## src/rtl/blk_lock_pkg.sv

```systemverilog
package blk_lock_pkg;

  typedef enum logic [1:0] {
    OP_NONE = 2'd0,
    OP_PROT = 2'd1,
    OP_UNPR = 2'd2,
    OP_PIN  = 2'd3
  } lock_op_e;

  // Resolve the operation field into a single operation.
  // Priority: pin, then unprotect, then protect.
  function automatic lock_op_e pick_op(input logic stb, input logic [2:0] ops);
    if (!stb)        return OP_NONE;
    else if (ops[2]) return OP_PIN;
    else if (ops[1]) return OP_UNPR;
    else if (ops[0]) return OP_PROT;
    else             return OP_NONE;
  endfunction

  // State encoding: bit1 = pinned, bit0 = protected.
  function automatic logic [1:0] next_state(input logic [1:0] cur, input lock_op_e op);
    case (op)
      OP_PROT: return {cur[1], 1'b1};
      OP_UNPR: return {cur[1], 1'b0};
      OP_PIN:  return 2'b11;
      default: return cur;
    endcase
  endfunction

endpackage

```

## src/rtl/blk_addr_decode.sv

```systemverilog
module blk_addr_decode #(
  parameter int ADDR_W     = 21,
  parameter int BIG_LOG2   = 15,
  parameter int SMALL_LOG2 = 12,
  parameter int N_BIG      = 63,
  parameter int N_SMALL    = 8,
  parameter int IDX_W      = 7
) (
  input  logic [ADDR_W-1:0] addr,
  output logic [IDX_W-1:0]  idx
);
  localparam int HI_W  = ADDR_W - BIG_LOG2;
  localparam int SUB_W = BIG_LOG2 - SMALL_LOG2;
  localparam int NBLK  = N_BIG + N_SMALL;

  function automatic logic [IDX_W-1:0] map_addr(input logic [ADDR_W-1:0] a);
    logic [HI_W-1:0]  hi;
    logic [SUB_W-1:0] sub;
    hi  = a[ADDR_W-1:BIG_LOG2];
    sub = a[BIG_LOG2-1:SMALL_LOG2];
    if (int'(hi) < N_BIG) return IDX_W'(hi);
    else                  return IDX_W'(N_BIG) + IDX_W'(sub);
  endfunction

  assign idx = map_addr(addr);

  always_comb begin
    assert_idx_range_R7: assert (int'(idx) < NBLK);
  end
endmodule

```

## src/rtl/lock_cell.sv

```systemverilog
module lock_cell
  import blk_lock_pkg::*;
(
  input  logic     clk,
  input  logic     rst,
  input  logic     sel,
  input  lock_op_e op,
  output logic [1:0] state
);
  always_ff @(posedge clk) begin
    if (rst)      state <= 2'b01;
    else if (sel) state <= next_state(state, op);
  end

  assert_reset_state_R1: assert property (@(posedge clk)
    rst |=> state == 2'b01);
  assert_protect_sets_R2: assert property (@(posedge clk) disable iff (rst)
    (sel && op == OP_PROT) |=> state[0]);
  assert_unprotect_keeps_pin_R3: assert property (@(posedge clk) disable iff (rst)
    (sel && op == OP_UNPR) |=> (!state[0] && state[1] == $past(state[1])));
  assert_pin_locks_R4: assert property (@(posedge clk) disable iff (rst)
    (sel && op == OP_PIN) |=> state == 2'b11);
  assert_pin_sticky_R5: assert property (@(posedge clk) disable iff (rst)
    state[1] |=> state[1]);
  assert_idle_hold_R10: assert property (@(posedge clk) disable iff (rst)
    !sel |=> $stable(state));
endmodule

```

## src/rtl/blk_lock_ctrl.sv

```systemverilog
module blk_lock_ctrl
  import blk_lock_pkg::*;
#(
  parameter int ADDR_W     = 21,
  parameter int DATA_W     = 16,
  parameter int BIG_LOG2   = 15,
  parameter int SMALL_LOG2 = 12,
  parameter int N_BIG      = 63,
  parameter int N_SMALL    = 8
) (
  input  logic              clk,
  input  logic              rst,
  input  logic              cmd_stb,
  input  logic [2:0]        cmd_ops,
  input  logic [ADDR_W-1:0] cmd_addr,
  output logic [1:0]        lock_bits,
  output logic [DATA_W-1:0] id_rdata,
  output logic              wr_allowed
);
  localparam int NBLK  = N_BIG + N_SMALL;
  localparam int IDX_W = $clog2(NBLK);

  logic [IDX_W-1:0] blk_idx;
  lock_op_e         op_eff;
  logic [NBLK-1:0]  hit;
  logic [1:0]       blk_state [NBLK];

  blk_addr_decode #(
    .ADDR_W(ADDR_W), .BIG_LOG2(BIG_LOG2), .SMALL_LOG2(SMALL_LOG2),
    .N_BIG(N_BIG), .N_SMALL(N_SMALL), .IDX_W(IDX_W)
  ) u_dec (
    .addr(cmd_addr),
    .idx (blk_idx)
  );

  assign op_eff = pick_op(cmd_stb, cmd_ops);

  for (genvar g = 0; g < NBLK; g++) begin : g_cell
    assign hit[g] = (op_eff != OP_NONE) && (blk_idx == IDX_W'(g));
    lock_cell u_cell (
      .clk  (clk),
      .rst  (rst),
      .sel  (hit[g]),
      .op   (op_eff),
      .state(blk_state[g])
    );
  end

  assign lock_bits  = blk_state[blk_idx];
  assign wr_allowed = ~lock_bits[0];
  assign id_rdata   = {{(DATA_W-2){1'b0}}, lock_bits};

  assert_single_target_R7: assert property (@(posedge clk) disable iff (rst)
    $onehot0(hit));
  assert_pin_blocks_write_R6: assert property (@(posedge clk) disable iff (rst)
    (cmd_stb && cmd_ops[2]) ##1 $stable(cmd_addr) |-> !wr_allowed);
  assert_pin_beats_unprotect_R9: assert property (@(posedge clk) disable iff (rst)
    (cmd_stb && cmd_ops[2] && cmd_ops[1]) ##1 $stable(cmd_addr) |-> lock_bits == 2'b11);
  assert_id_upper_zero_R8: assert property (@(posedge clk) disable iff (rst)
    id_rdata[DATA_W-1:2] == '0);
endmodule

```

## config.mk

```make
export PLATFORM = sky130hd
export DESIGN_NAME = blk_lock_ctrl
export DESIGN_NICKNAME = d
export VERILOG_FILES = /design/src/rtl/blk_lock_pkg.sv /design/src/rtl/blk_addr_decode.sv /design/src/rtl/lock_cell.sv /design/src/rtl/blk_lock_ctrl.sv
export SDC_FILE = /design/constraint.sdc
export NUM_CORES = 1
export LEC_CHECK = 0
export ABC_CLOCK_PERIOD_IN_PS = 4900
export CELL_PAD_IN_SITES_DETAIL_PLACEMENT = 1
export CELL_PAD_IN_SITES_GLOBAL_PLACEMENT = 2
export CORE_ASPECT_RATIO = 0.75
export CORE_MARGIN = 3
export CORE_UTILIZATION = 39
export CTS_CLUSTER_SIZE = 14
export DETAILED_ROUTE_END_ITERATION = 6
export GPL_ROUTABILITY_DRIVEN = 0
export HOLD_SLACK_MARGIN = 0.03
export PLACE_DENSITY = 0.88
export SKIP_CTS_REPAIR_TIMING = 1
export SYNTH_ARGS = -nofsm -noshare
export SYNTH_HDL_FRONTEND = slang
export SYNTH_SLANG_ARGS = --single-unit
```

## constraint.sdc

```tcl
create_clock -name clk -period 4.9 [get_ports clk]
set_input_delay 0.735 -clock clk [delete_from_list [all_inputs] [get_ports clk]]
set_output_delay 0.735 -clock clk [all_outputs]
set_load 0.01 [all_outputs]
```

==> key figures <==
Setup path
  – CP cell instances: clkdlybuf4s50_1 -> inv_1 -> ha_1 -> ha_1 -> nand3_1 -> o21a_2 -> nor3_1 -> a221o_1 -> or3_1 -> o311a_1 -> o32ai_2 -> clkdlybuf4s50_1
  – Critical Path Start Type: primary input
  – CP peak stage delay: 0.59 ns
  – WP buf/inv: 3
  – Worst setup path class: primary input to primary output
  – R2R Setup Slk: 4.12 ns
  – Worst-path fanout max: 6
  – CP arrival: 4.01 ns
  – Reg2reg end: g_cell[9].u_cell.state[0]
  – Critical Path Sink Type: primary output
  – Required time worst endpoint: 4.16 ns
  – FF-to-FF path depth: 1
  – Reg-to-Reg Start: g_cell[9].u_cell.state[0]
  – Delay-heaviest family, CP: buffers and inverters
  – Slowest cell on the critical path: clkdlybuf4s50_1

Worst hold path
  – Hold Crit Depth: 2
  – Hold_sp: g_cell[30].u_cell.state[0]
  – Worst min-delay path class: flip-flop to flip-flop
  – Worst Hold End: g_cell[30].u_cell.state[0]

Clocking
  – Clk_lat worst skew: 0.42 ns
  – Clk pin slew, worst setup/hold paths: 0.06 ns
  – Root buffer cell: clkbuf_16
  – Clk sink count: 142
  – CTS tree: yes
  – H-tree depth: 4
  – Clock buffer depth: 2
  – Total CTS buffers: 17

Routing
  – Antenna viol nets, final: 0
  – Vias per cell: 5.97
  – TritonRoute pass-1 iters: 5
  – DRC Markers: 0
  – Routed wire per std cell: 22.1 microns
  – Routed vias: 6099
  – Drt initial violations: 457
  – Total routed wirelength: 22600 microns

Power
  – Combinational fraction of design power: 0.093
  – Clk pwr share: 0.485
  – Flop pwr share: 0.422
  – Leak: 2.89 nW
  – Pwr dens: 351 nW/um^2
  – Sw power: 0.000736 W
  – Maximum vdd ir drop: 210 uV
  – Internal Power: 0.00202 W
  – Final total power: 0.00275 W
  – Sw Share: 0.267

Timing
  – RSZ-0062 raised after global routing: false
  – Slew headroom: 0.144
  – Slew Limit Fails: 0
  – # setup viols final: 0
  – Final Hold Vio Count: 0
  – Fmax: 211 MHz
  – Worst Skew: 0 ns
  – Final period utilization: 0.969
  – Setup Total Neg Slack: 0 ns
  – Tightest Pin Transition: 1.28 ns
  – Crit path time final: 4.75 ns

Die
  – Die Ht: 119 microns
  – I/O pins: 46
  – FP Rows: 40
  – Die Width: 157 microns
  – Core Region: 16300 sq um
  – Initial core utilization: 0.407
  – Die footprint: 18600 sq um

Synthesis
  – Synthesized area per cell: 8.73 sq um
  – Synthesized area: 6640 sq um
  – Register bit total from synthesis: 142
  – Async S/R FF share, synth: 0
  – Synth cell types: 52
  – Sequential share of the synthesized area: 0.428
  – Ys Warns: 0
  – Mapped Cells: 760
  – Synth Flop Type: dfxtp_1
  – Post-synth EDFFs: 0

Outcome
  – Status: complete, no violations

Final layout
  – Ant. Diodes: 0
  – Fillers: 1909
  – P&R area growth vs syn: 18.4%
  – Reg with most FFs: g_cell.u_cell.state
  – Largest regs: g_cell.u_cell.state (142)
  – # nets final: 828
  – Max reg flops: 142
  – Share of cells above drive strength 1: 0.159

Place
  – Post-DP HPWL: 15300 microns
  – PortBufs: 19

Global routing
  – Total gr overflow: 0
  – First-pass GRT wire length: 35700 microns
  – Initial antenna violation count: 0
  – Largest net degree at the start of global routing: 102
  – GRT Util Overall: 0.245
  – Vias in the first global route: 6268

Job
  – Max-cap violations: 0
==> cell usage after synthesis, drive strengths merged, types with 10 or more instances <==
cell,n,area (sq um)
nor3,10,50.1
nand2,112,420
mux2i,28,280
o21ai,26,138
nor2,109,409
a221o,57,571
nand3,10,50.1
mux4,13,319
dfxtp,142,2840
clkbuf,33,144
buf,44,297
a21oi,96,480
==> cell usage in the layout (no fill, tap or decap), drive strengths merged, types with 2 or more instances in the layout <==
cell type | netlist | layout
a32oi | 2 | 2
mux2i | 28 | 28
clkdlybuf4s50 | 0 | 18
mux2 | 7 | 7
o31ai | 6 | 6
ha | 2 | 2
o211ai | 3 | 3
nor4 | 2 | 2
a211oi | 2 | 2
o31a | 2 | 2
bufinv | 0 | 2
nand4 | 2 | 2
conb | 1 | 14
nor3 | 10 | 10
a221oi | 6 | 6
nor2 | 109 | 109
o22ai | 3 | 3
nand2 | 112 | 112
o21ai | 26 | 26
dfxtp | 142 | 142
nand3 | 10 | 10
and3 | 4 | 4
clkbuf | 33 | 17
clkinvlp | 0 | 3
inv | 7 | 14
a21oi | 96 | 96
clkinv | 0 | 3
mux4 | 13 | 13
a22oi | 7 | 7
a221o | 57 | 57
or2 | 2 | 2
buf | 44 | 66
and2 | 7 | 7
o21a | 3 | 3
==> cells by family (layout without fill, tap and decap cells) <==
| group | after synthesis | count (layout) | share of synthesized area |
|---|---|---|---|
| other | 1 | 14 | 0.000565 |
| multiplexers | 48 | 48 | 0.102 |
| AO/OA/AOI/OAI | 220 | 220 | 0.231 |
| AND/OR/NAND/NOR | 263 | 263 | 0.164 |
| buffers and inverters | 84 | 123 | 0.0703 |
| flip-flops | 142 | 142 | 0.428 |
| adder cells (fa/ha/maj) | 2 | 2 | 0.00377 |
==> stage by stage <==
step	setup slack (ns)	std cells	util	instance area, sq um	hold slack [ns]
after floorplan	1.11	773	-	6680	0.428
after global placement	0.0277	986	0.441	7190	0.441
after detailed placement	0.00952	986	0.441	7190	0.452
after CTS	-0.0440	1018	0.478	7790	0.466
after global routing	0.0143	1022	0.482	7860	0.496
final	0.153	1022	0.482	7860	0.469
==> area by class of cell <==
class,instances,area (sq um),area share
sequential,142,2840,0.362
clock inverter,15,176,0.0225
multi-input combinational,547,3420,0.436
timing repair buffer,84,701,0.0892
clock buffer,17,425,0.0541
tap,210,263,0.0334
inverter,7,26.3,0.00334
==> worst min-delay path, delay by kind of cell, from the launching register on <==
kind,cells,cell delay [ns]
DFF,1,0.31
AOI/OAI and AO/OA,1,0.06
and+or+nand+nor,1,0.05
==> metal layers <==
metal  vias to the layer above  wire [microns]  track usage
met3                        32            1310       0.0505
met5                         -               0            0
met2                       185           10400        0.382
met4                         0             340       0.0612
met1                      3088           10600        0.346
li1                       2794               -            -
==> power groups by stage <==
stage / clock, W / combinational (W) / sequential [W]
floorplan: 0 / 0.000153 / 0.00119
global placement: 0 / 0.000237 / 0.00119
detailed placement: 0 / 0.000244 / 0.00119
CTS: 0.00135 / 0.000246 / 0.00116
global route: 0.00141 / 0.000273 / 0.00116
finish: 0.00134 / 0.000256 / 0.00116
==> worst max-delay path by stage <==
stage | from | to | cells past startpoint
2_1_floorplan | cmd_addr[12] | lock_bits[0] | 11
3_3_place_gp | cmd_addr[13] | id_rdata[0] | 12
3_5_place_dp | cmd_addr[13] | lock_bits[0] | 12
4_1_cts | cmd_addr[13] | lock_bits[0] | 12
5_1_grt | cmd_addr[13] | id_rdata[0] | 12
6_report | cmd_addr[13] | lock_bits[0] | 12
No activity file was read; power rests on OpenSTA's default activity.
